[config.mk]
export PLATFORM = sky130hd
export DESIGN_NAME = modbeat_dma
export DESIGN_NICKNAME = d
export VERILOG_FILES = /design/src/rtl/mdm_pkg.sv /design/src/rtl/mdm_ctrl.sv /design/src/rtl/mdm_srcgen.sv /design/src/rtl/mdm_pack.sv /design/src/rtl/modbeat_dma.sv
export SDC_FILE = /design/constraint.sdc
export NUM_CORES = 1
export LEC_CHECK = 0
export BUFFER_PORTS_ARGS = -buffer_cell sky130_fd_sc_hd__buf_2
export CORE_ASPECT_RATIO = 2
export CORE_MARGIN = 1
export CORE_UTILIZATION = 43
export DETAILED_ROUTE_END_ITERATION = 6
export PLACE_DENSITY = 0.74
export SETUP_SLACK_MARGIN = 0.5
export SYNTH_ARGS = -nofsm -noshare
export SYNTH_HDL_FRONTEND = slang
export SYNTH_SLANG_ARGS = --single-unit
[constraint.sdc]
create_clock -name clk -period 2.3 [get_ports clk]
set_input_delay 0.46 -clock clk [delete_from_list [all_inputs] [get_ports clk]]
set_output_delay 0.46 -clock clk [all_outputs]
set_load 0.05 [all_outputs]
[src/rtl/mdm_pkg.sv]
package mdm_pkg;

  typedef enum logic [1:0] {
    ST_IDLE  = 2'd0,
    ST_ARMED = 2'd1,
    ST_RUN   = 2'd2,
    ST_DONE  = 2'd3
  } mdm_state_e;

  localparam int WORD_BYTES = 4;
  localparam int HALF_BYTES = 2;

endpackage

[src/rtl/mdm_ctrl.sv]
module mdm_ctrl
  import mdm_pkg::*;
#(
  parameter  int LEN_W    = 20,
  parameter  int NBUF     = 4,
  localparam int MINOR_SH = $clog2(NBUF * WORD_BYTES),
  localparam int MAJ_W    = LEN_W - MINOR_SH,
  localparam int HALF_N   = 2 * NBUF,
  localparam int BEAT_W   = $clog2(HALF_N + 1)
) (
  input  logic              clk,
  input  logic              rst_n,
  input  logic              ch_en,
  input  logic [LEN_W-1:0]  cfg_len,
  input  logic              cfg_rev,
  input  logic              req,
  output mdm_state_e        state_q,
  output logic [BEAT_W-1:0] beat_q,
  output logic              rev_q,
  output logic              start_ok,
  output logic              rd_go,
  output logic              minor_end,
  output logic              err_q
);

  logic              en_q;
  logic              start;
  logic              len_ok;
  logic              running;
  logic              last_minor;
  logic [BEAT_W-1:0] nreads;
  logic [MAJ_W-1:0]  maj_q, maj_d;
  logic              maj_en;
  logic [BEAT_W-1:0] beat_d;
  mdm_state_e        state_d;

  assign start      = ch_en & ~en_q;
  assign len_ok     = (cfg_len != '0) && (cfg_len[MINOR_SH-1:0] == '0);
  assign start_ok   = start & len_ok;
  assign running    = (state_q == ST_RUN);
  assign nreads     = rev_q ? BEAT_W'(HALF_N) : BEAT_W'(NBUF);
  assign rd_go      = running && (beat_q < nreads);
  assign minor_end  = running && (beat_q == nreads);
  assign last_minor = (maj_q == MAJ_W'(1));

  // next state
  always_comb begin
    state_d = state_q;
    if (!ch_en) begin
      state_d = ST_IDLE;
    end else if (start) begin
      state_d = len_ok ? ST_ARMED : ST_IDLE;
    end else begin
      unique case (state_q)
        ST_ARMED: if (req)       state_d = ST_RUN;
        ST_RUN:   if (minor_end) state_d = last_minor ? ST_DONE : ST_ARMED;
        default:                 state_d = state_q;
      endcase
    end
  end

  // major count and beat count
  always_comb begin
    maj_en = start_ok | minor_end;
    maj_d  = maj_q;
    if (start_ok)       maj_d = cfg_len[LEN_W-1:MINOR_SH];
    else if (minor_end) maj_d = maj_q - MAJ_W'(1);
    beat_d = (running && !minor_end) ? beat_q + BEAT_W'(1) : '0;
  end

  always_ff @(posedge clk or negedge rst_n) begin
    if (!rst_n) begin
      state_q <= ST_IDLE;
      en_q    <= 1'b0;
      beat_q  <= '0;
    end else begin
      state_q <= state_d;
      en_q    <= ch_en;
      beat_q  <= beat_d;
    end
  end

  always_ff @(posedge clk or negedge rst_n) begin
    if (!rst_n)      maj_q <= '0;
    else if (maj_en) maj_q <= maj_d;
  end

  always_ff @(posedge clk or negedge rst_n) begin
    if (!rst_n)        rev_q <= 1'b0;
    else if (start_ok) rev_q <= cfg_rev;
  end

  always_ff @(posedge clk or negedge rst_n) begin
    if (!rst_n)     err_q <= 1'b0;
    else if (start) err_q <= ~len_ok;
  end

endmodule

[src/rtl/mdm_srcgen.sv]
module mdm_srcgen
  import mdm_pkg::*;
#(
  parameter  int SRC_AW  = 16,
  parameter  int NBUF    = 4,
  localparam int MINOR_B = NBUF * WORD_BYTES
) (
  input  logic              clk,
  input  logic              rst_n,
  input  logic              load,
  input  logic [SRC_AW-1:0] cfg_src,
  input  logic              cfg_rev,
  input  logic              step,
  input  logic              minor_end,
  input  logic              rev_q,
  output logic [SRC_AW-1:0] addr_q
);

  logic [SRC_AW-1:0] addr_d;
  logic              addr_en;
  logic              rewind;

  // Reverse mode ends a loop two bytes below its base; jump to the top of the next block.
  assign rewind  = minor_end & rev_q;
  assign addr_en = load | step | rewind;

  always_comb begin
    addr_d = addr_q;
    if (load)
      addr_d = cfg_src + (cfg_rev ? SRC_AW'(MINOR_B - HALF_BYTES) : '0);
    else if (step)
      addr_d = rev_q ? addr_q - SRC_AW'(HALF_BYTES) : addr_q + SRC_AW'(WORD_BYTES);
    else if (rewind)
      addr_d = addr_q + SRC_AW'(2 * MINOR_B);
  end

  always_ff @(posedge clk or negedge rst_n) begin
    if (!rst_n)       addr_q <= '0;
    else if (addr_en) addr_q <= addr_d;
  end

endmodule

[src/rtl/mdm_pack.sv]
module mdm_pack
  import mdm_pkg::*;
#(
  parameter  int NBUF     = 4,
  parameter  int BEAT_W   = 4,
  localparam int MINOR_B  = NBUF * WORD_BYTES,
  localparam int MINOR_SH = $clog2(MINOR_B)
) (
  input  logic                clk,
  input  logic                rst_n,
  input  logic                load,
  input  logic                cfg_rev,
  input  logic                run,
  input  logic [BEAT_W-1:0]   beat,
  input  logic                rev_q,
  input  logic [31:0]         rdata,
  output logic                we,
  output logic [MINOR_SH-1:0] waddr,
  output logic [31:0]         wdata
);

  logic [15:0]         hold_q;
  logic                hold_en;
  logic [MINOR_SH-1:0] ptr_q, ptr_d;
  logic                ptr_en;

  // forward: every beat after the first writes; reverse: every even beat after the first
  assign we      = run && (beat != '0) && (!rev_q || !beat[0]);
  assign hold_en = run && rev_q && beat[0];
  assign waddr   = ptr_q;

  generate
    if (NBUF > 1) begin : g_swap
      assign wdata = rev_q ? {rdata[15:0], hold_q} : rdata;
    end else begin : g_flat
      assign wdata = rev_q ? {rdata[15:0], hold_q} : rdata;
    end
  endgenerate

  // destination pointer: modulo window, never reloaded between minor loops
  always_comb begin
    ptr_en = load | we;
    ptr_d  = ptr_q;
    if (load)    ptr_d = cfg_rev ? MINOR_SH'(MINOR_B - WORD_BYTES) : '0;
    else if (we) ptr_d = rev_q ? ptr_q - MINOR_SH'(WORD_BYTES) : ptr_q + MINOR_SH'(WORD_BYTES);
  end

  always_ff @(posedge clk or negedge rst_n) begin
    if (!rst_n)      ptr_q <= '0;
    else if (ptr_en) ptr_q <= ptr_d;
  end

  always_ff @(posedge clk or negedge rst_n) begin
    if (!rst_n)       hold_q <= '0;
    else if (hold_en) hold_q <= rdata[15:0];
  end

endmodule

[src/rtl/modbeat_dma.sv]
module modbeat_dma
  import mdm_pkg::*;
#(
  parameter  int SRC_AW   = 16,
  parameter  int LEN_W    = 20,
  parameter  int NBUF     = 4,
  localparam int MINOR_SH = $clog2(NBUF * WORD_BYTES),
  localparam int BEAT_W   = $clog2(2 * NBUF + 1)
) (
  input  logic                clk,
  input  logic                rst_n,
  input  logic                ch_en,
  input  logic [SRC_AW-1:0]   cfg_src,
  input  logic [LEN_W-1:0]    cfg_len,
  input  logic                cfg_rev,
  input  logic                req,
  output logic                src_rd,
  output logic                src_half,
  output logic [SRC_AW-1:0]   src_addr,
  input  logic [31:0]         src_rdata,
  output logic                dst_we,
  output logic [MINOR_SH-1:0] dst_addr,
  output logic [31:0]         dst_wdata,
  output logic                busy,
  output logic                done,
  output logic                err
);

  mdm_state_e        state_q;
  logic [BEAT_W-1:0] beat_q;
  logic              rev_q;
  logic              start_ok;
  logic              rd_go;
  logic              minor_end;
  logic              err_q;

  mdm_ctrl #(.LEN_W(LEN_W), .NBUF(NBUF)) u_ctrl (
    .clk       (clk),
    .rst_n     (rst_n),
    .ch_en     (ch_en),
    .cfg_len   (cfg_len),
    .cfg_rev   (cfg_rev),
    .req       (req),
    .state_q   (state_q),
    .beat_q    (beat_q),
    .rev_q     (rev_q),
    .start_ok  (start_ok),
    .rd_go     (rd_go),
    .minor_end (minor_end),
    .err_q     (err_q)
  );

  mdm_srcgen #(.SRC_AW(SRC_AW), .NBUF(NBUF)) u_src (
    .clk       (clk),
    .rst_n     (rst_n),
    .load      (start_ok),
    .cfg_src   (cfg_src),
    .cfg_rev   (cfg_rev),
    .step      (rd_go),
    .minor_end (minor_end),
    .rev_q     (rev_q),
    .addr_q    (src_addr)
  );

  mdm_pack #(.NBUF(NBUF), .BEAT_W(BEAT_W)) u_pack (
    .clk     (clk),
    .rst_n   (rst_n),
    .load    (start_ok),
    .cfg_rev (cfg_rev),
    .run     (busy),
    .beat    (beat_q),
    .rev_q   (rev_q),
    .rdata   (src_rdata),
    .we      (dst_we),
    .waddr   (dst_addr),
    .wdata   (dst_wdata)
  );

  assign src_rd   = rd_go;
  assign src_half = rd_go & rev_q;
  assign busy     = (state_q == ST_RUN);
  assign done     = (state_q == ST_DONE);
  assign err      = err_q;

endmodule

Word-level counts from Yosys, hierarchy flattened
Cells that the tools add are included.
{"block": "word_totals", "in_bits": 73, "output_inout_bits": 58, "word_cells": 79, "ff_bits": 61}
{"block": "op_classes", "n_bitwise": 10, "n_reduce_logical": 22, "eq_ne": 8, "n_addsub": 8, "n_lt_le_gt_ge": 1, "muxes": 21}
{"op": "16-bit 2-to-1 mux", "count": 6}
{"op": "32-bit 2-to-1 mux", "count": 1}
{"op": "4-bit 2-to-1 mux", "count": 7}
{"op": "20-bit nonzero test", "count": 1}
{"op": "16-bit adder", "count": 1}
{"op": "16-bit by 3-bit adder with 16-bit output, second input constant", "count": 1}
{"op": "16-bit by 6-bit adder with 16-bit output, second input constant", "count": 1}
{"op": "16-bit by 1-bit == test with 1-bit output, second input constant", "count": 1}
{"op": "16-bit by 1-bit subtractor with 16-bit output, second input constant", "count": 1}
{"op": "16-bit by 2-bit subtractor with 16-bit output, second input constant", "count": 1}
{"op": "2-bit 2-to-1 mux", "count": 5}
{"op": "1-bit logical AND", "count": 8}
{"op": "2-bit AND reduction", "count": 3}
{"op": "4-bit by 1-bit adder with 4-bit output, second input constant", "count": 1}
{"op": "4-bit by 3-bit adder with 4-bit output, second input constant", "count": 1}
{"op": "1-bit AND", "count": 4}
{"op": "2-bit == test, second input constant", "count": 2}
{"op": "4-bit == test", "count": 1}
{"op": "4-bit zero test", "count": 1}
{"op": "4-bit less-than comparator", "count": 1}
{"op": "4-bit by 1-bit != test with 1-bit output, second input constant", "count": 1}
{"op": "4-bit by 2-bit != test with 1-bit output, second input constant", "count": 1}
{"op": "4-bit by 3-bit != test with 1-bit output, second input constant", "count": 1}
{"op": "1-bit bitwise OR", "count": 4}
{"op": "11 further kinds", "count": 15}

Logic depth before layout (Yosys ltp)
Gate-level depths: netlist of the first run.
{"block": "logic_depth", "word_depth": 7, "ltp_mapped": 10}

Cells and area by module
From an unflattened synthesis of the first run, not the netlist that was laid out.
{"block": "hier_totals", "cells_unflattened": 454, "area_unflattened_um2": 4314.1}
{"module": "mdm_srcgen", "cells_per_inst": 209, "area_per_inst_um2": 1674.1, "n_inst": 1}
{"module": "mdm_ctrl", "cells_per_inst": 155, "area_per_inst_um2": 1473.9, "n_inst": 1}
{"module": "mdm_pack", "cells_per_inst": 87, "area_per_inst_um2": 1143.6, "n_inst": 1}
{"module": "modbeat_dma", "cells_per_inst": 3, "area_per_inst_um2": 22.5, "n_inst": 1}

Worst setup path before layout of the first run
No wires, ideal clock.
{"block": "synth_path", "kind": "reg2reg", "from": "reg u_ctrl.rev_q", "to": "reg u_src.addr_q[12]", "t_required_ns": 2.209, "setup_time_ns": 0.091, "path_stages_with_launch": 9, "t_arrival_ns": 3.141, "setup_slack_ns": -0.932, "synth_period_minus_slack_ns": 3.232, "cell_sequence": "dfrtp_1 > buf_2 > inv_1 > ha_1 > nor2b_1 > nor3_1 > mux2_2 > a2111o_1 > o221ai_1"}
{"block": "synth_between", "elab_chain_len": 6, "elab_cells_between_ends": 13, "classes_between": "order compare (1); eq/ne (1); mux (4); bitwise (3); reduce/logical (4)"}
{"element": "start, declared", "line": "mdm_ctrl.sv:19", "source": "output logic rev_q,"}
{"element": "start signal, assigned", "line": "mdm_ctrl.sv:90", "source": "else if (start_ok) rev_q <= cfg_rev;"}
{"element": "4-bit 2-to-1 mux", "line": "mdm_ctrl.sv:41", "source": "assign nreads = rev_q ? BEAT_W'(HALF_N) : BEAT_W'(NBUF);"}
{"element": "4-bit less-than comparator or 4-bit == test (tied branches)", "line": "mdm_ctrl.sv:42, mdm_ctrl.sv:43"}
{"element": "1-bit logical AND (on tied branches)", "line": "mdm_ctrl.sv:42, mdm_ctrl.sv:43"}
{"element": "1-bit bitwise OR or 1-bit AND (tied branches)", "line": "mdm_srcgen.sv:25, mdm_srcgen.sv:24"}
{"element": "1-bit bitwise OR or 3-bit nonzero test (tied branches)"}
{"element": "2-bit AND reduction (no line)"}
{"element": "end signal, assigned", "line": "mdm_srcgen.sv:39", "source": "else if (addr_en) addr_q <= addr_d;"}
{"element": "end, declared", "line": "mdm_srcgen.sv:16", "source": "output logic [SRC_AW-1:0] addr_q"}
Several ways; a longest one is shown, not always the timed one.
A chain may end at the register's enable or synchronous reset.

Worst setup path after layout of the first run
Ends and elaborated chain as after synthesis.

==> results of run 1 <==
## flip-flops by register name (all words and copies together) (netlist names)
signal	flops
u_ctrl.state_q	2
u_ctrl.rev_q	1
u_src.addr_q	16
u_pack.hold_q	16
u_ctrl.err_q	1
u_ctrl.beat_q	4
u_ctrl.maj_q	16
u_pack.waddr	2
u_ctrl.en_q	1
## worst reg2reg max path: stages (launching register included)
cell	delay (ns)
dfrtp_2	0.44
buf_4	0.16
buf_4	0.15
buf_16	0.14
nand3b_1	0.20
buf_4	0.18
nor2_1	0.18
o21ai_2	0.10
a2111o_1	0.44
o221ai_1	0.10
## worst max path at each step
stage                       endpoint  slack (ns)  depth (start not counted)
finish              u_src.addr_q[12]        0.10                          9
global route        u_src.addr_q[12]        0.01                          9
CTS                         src_half        0.20                          5
detailed placement  u_src.addr_q[12]        0.04                          7
global placement    u_src.addr_q[12]        0.09                          7
floorplan           u_src.addr_q[12]        0.10                          8
## logic make-up after synthesis
family | Yosys count
other | 1
AND/OR/NAND/NOR | 158
adder cells (fa/ha/maj) | 17
XOR/XNOR | 31
buffers and inverters | 43
multiplexers | 53
AO/OA/AOI/OAI | 77
flip-flops | 59
## power by group
part           total, W  internal [W]  switching (W)
clock network   0.00135      0.000861       0.000487
registers       0.00150       0.00124       0.000260
logic           0.00262       0.00108        0.00154
## through the flow
step,power (W),std cells,hold slack [ns],area [sq um]
2_1_floorplan,0.00292,440,0.164,4300
3_3_place_gp,0.00339,680,0.461,5150
3_5_place_dp,0.00345,680,0.472,5150
4_1_cts,0.00514,725,0.169,6100
5_1_grt,0.00568,750,0.195,6650
6_report,0.00547,750,0.153,6650
## metal layers
layer / global-route usage, % / vias to the layer above / part of all wire (%)
met5: 0 / - / 0
met1: 29.1 / 2209 / 35
met4: 14.9 / 0 / 6.2
met3: 5.50 / 88 / 6.5
met2: 50.7 / 261 / 52
li1: - / 2006 / -
## layout by cell type (no fill, tap or decap), types with 10 or more instances in the layout
| cell type | n |
|---|---|
| nand3_1 | 11 |
| mux2_2 | 49 |
| inv_1 | 16 |
| dfrtp_1 | 47 |
| o21ai_0 | 15 |
| xnor2_1 | 19 |
| clkbuf_16 | 10 |
| buf_4 | 60 |
| o21ai_1 | 10 |
| xor2_1 | 10 |
| nor2_1 | 22 |
| nand2_1 | 32 |
| buf_6 | 44 |
| ha_1 | 11 |
| buf_2 | 92 |
| dfrtp_2 | 12 |
## layout make-up
type / instances / area [sq um] / area share (%)
clock buffer: 11 / 243 / 3.65
multi-input combinational: 338 / 2980 / 44.8
tap: 104 / 130 / 1.96
timing repair buffer: 208 / 1650 / 24.8
inverter: 25 / 106 / 1.60
clock inverter: 5 / 52.6 / 0.791
sequential: 59 / 1490 / 22.4
## timing repair
action | 4_1_cts | 5_1_grt
setup endpoints to repair | 63 | 73
cloned | 2 | 1
resized for setup | 109 | 75
buffers inserted | 27 | 24
pin swaps | 21 | 28
==> results.json, run 1 <==
{
  "grt_max_degree": 35,
  "slew_violations": 0,
  "cp_max_fo": 11,
  "io_buffers": 128,
  "synth_top_cell_by_area": "dfrtp_1",
  "rsz0062_at_grt": "yes",
  "async_reset_ff_share_pct": 100,
  "clk_path_buf_depth": 2,
  "worst_r2r_endpoint": "u_src.addr_q[12]",
  "reg2reg_depth": 9,
  "cts.sinks": 59,
  "worstReg2RegStart": "u_ctrl.rev_q",
  "drt_iter0_drc": 381,
  "antenna_cells": 0,
  "synth_compound_area_share_pct": 12.3,
  "crit_path_start": "u_ctrl.rev_q",
  "status": "finished clean",
  "ys_ff_latch": 59,
  "period_share_pct": 95.5,
  "rows": 50,
  "root_buffer": "clkbuf_16",
  "pre_cts_ws_ns": 0.0413,
  "yosys.area_share.xor_xnor_pct": 6.52,
  "vias_per_cell": 6.09,
  "tightestPinTransition_ns": 0.825,
  "grt-ovfl-total": 0,
  "synth_area_leaders": "dfrtp_1, mux2_2, ha_1",
  "synth_top_family_by_area": "simple AND/OR/NAND/NOR gates",
  "h-tree-depth": 3,
  "drc_errors": 0,
  "cts_tree": "built",
  "synth_top_area_share_pct": 35.5,
  "crit_family": "compound AO/OA/AOI/OAI gates",
  "post_drt_wl_per_cell_um": 20.2,
  "antenna_found_initial": 0,
  "nNetsFinal": 731,
  "dr.pass1.iters": 5,
  "grt.total_usage_pct": 27.8,
  "fin_tns_setup_ns": 0,
  "synth_mux_area_share_pct": 14.2,
  "cp.arrival_ns": 2.43,
  "layout_setup_ws_ns": 0.104,
  "max-cap-violations": 0,
  "period_needed_ns": 2.20,
  "crit_path_end_kind": "register",
  "synth.avg_cell_area_sq_um": 9.49,
  "synthFlopType": "dfrtp_1",
  "fillers": 640,
  "yosys.area_share.adder_pct": 5.29,
  "synth_cells": 439,
  "dieArea_sq_um": 10100,
  "crit_path_start_kind": "register",
  "clk_latency_ns": 0.34,
  "area_growth_pct": 59.6,
  "cpMostUsedCell": "buf_4",
  "p_leak_nw": 2.80,
  "maxSlewHeadroom_pct": 44.2,
  "worstHoldPathType": "in2async",
  "ir_worst_vdd_mv": 0.576,
  "synth_edf_count": 0,
  "cpMaxStageDelayCell": "dfrtp_2",
  "synth_most_common_cell": "dfrtp_1",
  "synthTopCellsByCount": "dfrtp_1, mux2_2, nand2_1, nor2_1, inv_1",
  "dpl.hpwl_um": 9060,
  "synth_cell_types": 64,
  "slowest_delay_ns": 0.44,
  "clock.fmax_ghz": 0.455,
  "ys_warn_count": 0,
  "final_hold_viol_count": 0,
  "synth_simple_gate_area_share_pct": 21.1,
  "p_per_area_nw_per_um2": 822,
  "drive_gt1_share_pct": 56.5,
  "antenna_left": 0,
  "r2r_setup_slack_ns": 0.10,
  "cts_hold_buf": 0,
  "cp.required_ns": 2.54,
  "coreArea_sq_um": 9380,
  "finClkSkew_ns": 0.0105,
  "vias": 4564,
  "final_util_pct": 70.8,
  "critPathKind": "reg2reg",
  "grt_pass1_wl_um": 21700,
  "syn_area_sq_um": 4160,
  "path_cells": "buf_4 > buf_4 > buf_16 > nand3b_1 > buf_4 > nor2_1 > o21ai_2 > a2111o_1 > o221ai_1",
  "die_w_um": 71.6,
  "crit_buf_inv": 4,
  "routabilityCongestion": 0.980,
  "io_pins": 131,
  "cts.clk_slew.worst_paths_ns": 0.05,
  "finalWirelength_um": 15200,
  "start_util_pct": 44.4,
  "seq_area_frac_synth_pct": 35.5,
  "setup_viol": 0,
  "die_y_um": 141,
  "grt_pass1_vias": 4504,
  "numCtsBuffers": 9
}
(Power assumes the default switching activity.)
==> run 2, diff against run 1 <==
--- a/config.mk
+++ b/config.mk
@@ -8,9 +8,9 @@
 export BUFFER_PORTS_ARGS = -buffer_cell sky130_fd_sc_hd__buf_2
 export CORE_ASPECT_RATIO = 2
 export CORE_MARGIN = 1
-export CORE_UTILIZATION = 43
+export CORE_UTILIZATION = 40
 export DETAILED_ROUTE_END_ITERATION = 6
-export PLACE_DENSITY = 0.74
+export PLACE_DENSITY = 0.67
 export SETUP_SLACK_MARGIN = 0.5
 export SYNTH_ARGS = -nofsm -noshare
 export SYNTH_HDL_FRONTEND = slang
==> constraint.sdc (replaced) <==
create_clock -name clk -period 2.65 [get_ports clk]
set_input_delay 0.53 -clock clk [delete_from_list [all_inputs] [get_ports clk]]
set_output_delay 0.53 -clock clk [all_outputs]
set_load 0.01 [all_outputs]
==> run 2 against run 1 <==
  * Wire length is 20% lower
  * Non-clock buffer count is 57 lower
  * Worst setup slack better by 0.40 ns
  * Flip-flop and latch count stayed put
  * First-iteration DRC count is 37% lower
  * Critical path depth is 3 lower
  * Critical path type is now reg2out
  * Critical endpoint is now src_half
  * Largest cell class unchanged
  * Largest power group is now sequential cells
==> results.json, run 2 (synthesized netlist as in run 1, its figures left out) <==
{
  "status": "finished clean",
  "io_pins": 131,
  "crit_family": "flip-flops",
  "clk_path_buf_depth": 2,
  "io_buffers": 128,
  "drt_iter0_drc": 240,
  "cts.clk_slew.worst_paths_ns": 0.06,
  "slew_violations": 0,
  "power_w": 0.00386,
  "slowest_delay_ns": 0.46,
  "p_per_area_nw_per_um2": 687,
  "dr.pass1.iters": 4,
  "numCtsBuffers": 9,
  "ir_worst_vdd_mv": 0.437,
  "finalWirelength_um": 12200,
  "cts.sinks": 59,
  "register_area_sq_um": 1480,
  "drive_gt1_share_pct": 43.8,
  "rows": 52,
  "clock.fmax_ghz": 0.467,
  "die_y_um": 146,
  "grt_pass1_vias": 3824,
  "fin_tns_setup_ns": 0,
  "antenna_found_initial": 0,
  "nNetsFinal": 674,
  "grt_pass1_wl_um": 18700,
  "tightestPinTransition_ns": 0.794,
  "cpMostUsedCell": "buf_6",
  "finClkSkew_ns": 0.00644,
  "period_needed_ns": 2.14,
  "mostFrequentLayoutCells": "buf_2, dfrtp_1, mux2_2, nand2_1, nor2_1",
  "drc_errors": 0,
  "routabilityCongestion": 0.910,
  "period_share_pct": 80.8,
  "crit_path_start_kind": "register",
  "clk_latency_ns": 0.33,
  "root_buffer": "clkbuf_16",
  "grt-ovfl-total": 0,
  "vias_per_cell": 5.45,
  "worstHoldPathType": "in2reg",
  "critPathKind": "reg2out",
  "setup_viol": 0,
  "cp.required_ns": 2.12,
  "crit_path_end_kind": "output pin",
  "h-tree-depth": 3,
  "dpl.hpwl_um": 8890,
  "dieArea_sq_um": 10800,
  "grt.total_usage_pct": 23.0,
  "coreArea_sq_um": 10100,
  "maxSlewHeadroom_pct": 47.1,
  "multi_input_area_sq_um": 2650,
  "antenna_cells": 0,
  "cts_tree": "built",
  "cpMaxStageDelayCell": "dfrtp_2",
  "antenna_left": 0,
  "cts_hold_buf": 0,
  "reg_top3": "u_ctrl.maj_q (16), u_pack.hold_q (16), u_src.addr_q (16)",
  "max-cap-violations": 0,
  "grt_max_degree": 60,
  "die_w_um": 74.1,
  "p_leak_nw": 2.40,
  "crit_buf_inv": 3,
  "post_drt_wl_per_cell_um": 16.8,
  "vias": 3943,
  "cp_max_fo": 5,
  "cp.arrival_ns": 1.61,
  "r2r_setup_slack_ns": 0.51,
  "fillers": 925,
  "start_util_pct": 41.0,
  "final_common_cell": "buf_2",
  "rsz0062_at_grt": "yes",
  "final_hold_viol_count": 0,
  "path_cells": "inv_4 > ha_4 > nor2b_4 > nor3_4 > buf_6 > buf_6",
  "area_growth_pct": 34.8
}
[run 2: cell count changes in the layout (fill, tap and decap cells not counted), moves of 5 or more]
cell,change
o21ai_1,-5
dfrtp_2,-9
o21ai_0,+6
buf_2,+34
buf_6,-41
nor2_4,-5
inv_1,+5
dfrtp_1,+9
nor2_1,+7
buf_4,-41
[run 2: routing by layer]
layer	GRT usage, %	vias up	share of wire, %
li1	-	1887	-
met1	23.0	1908	34
met2	42.5	116	57
met3	3.59	32	3.6
met4	13.0	0	4.7
met5	0	-	0
[run 2: cell type report]
type | count | area share [%]
inverter | 25 | 1.76
tap | 135 | 3.01
timing repair buffer | 151 | 15.8
clock buffer | 12 | 4.57
clock inverter | 4 | 1.29
sequential | 59 | 26.4
multi-input combinational | 338 | 47.2
[run 2: worst paths after layout]
path,start,end,cells after the start
max in group asynchronous,rst_n,u_ctrl.rev_q,2
worst min register to register,u_src.addr_q[0],u_src.addr_q[0],2
worst max-delay path,u_ctrl.rev_q,src_half,6
worst max register to register,u_ctrl.rev_q,u_src.addr_q[12],7
min in group asynchronous,rst_n,u_pack.hold_q[1],2
worst min-delay path,ch_en,u_ctrl.en_q,1
[run 2: metrics by stage]
stage	std cells	setup slack [ns]	util, %	hold slack (ns)	cell area (sq um)
finish	724	0.509	55.3	0.336	5610
global route	724	0.442	55.3	0.347	5610
CTS	718	0.483	53.7	0.323	5450
detailed placement	694	0.152	48.7	0.479	4940
global placement	694	0.189	48.7	0.467	4940
floorplan	440	0.463	-	0.234	4180
[run 2: repair_timing]
action	in CTS	in global routing
resized for setup	23	25
cloned	1	1
pin swaps	3	11
setup buffers	7	5
endpoints found under the setup margin	41	22
[run 2: report_power, final]
part | internal, W | switching (W)
registers | 0.00107 | 0.000223
clock network | 0.000873 | 0.000420
logic | 0.000649 | 0.000625
total | 0.00259 | 0.00127
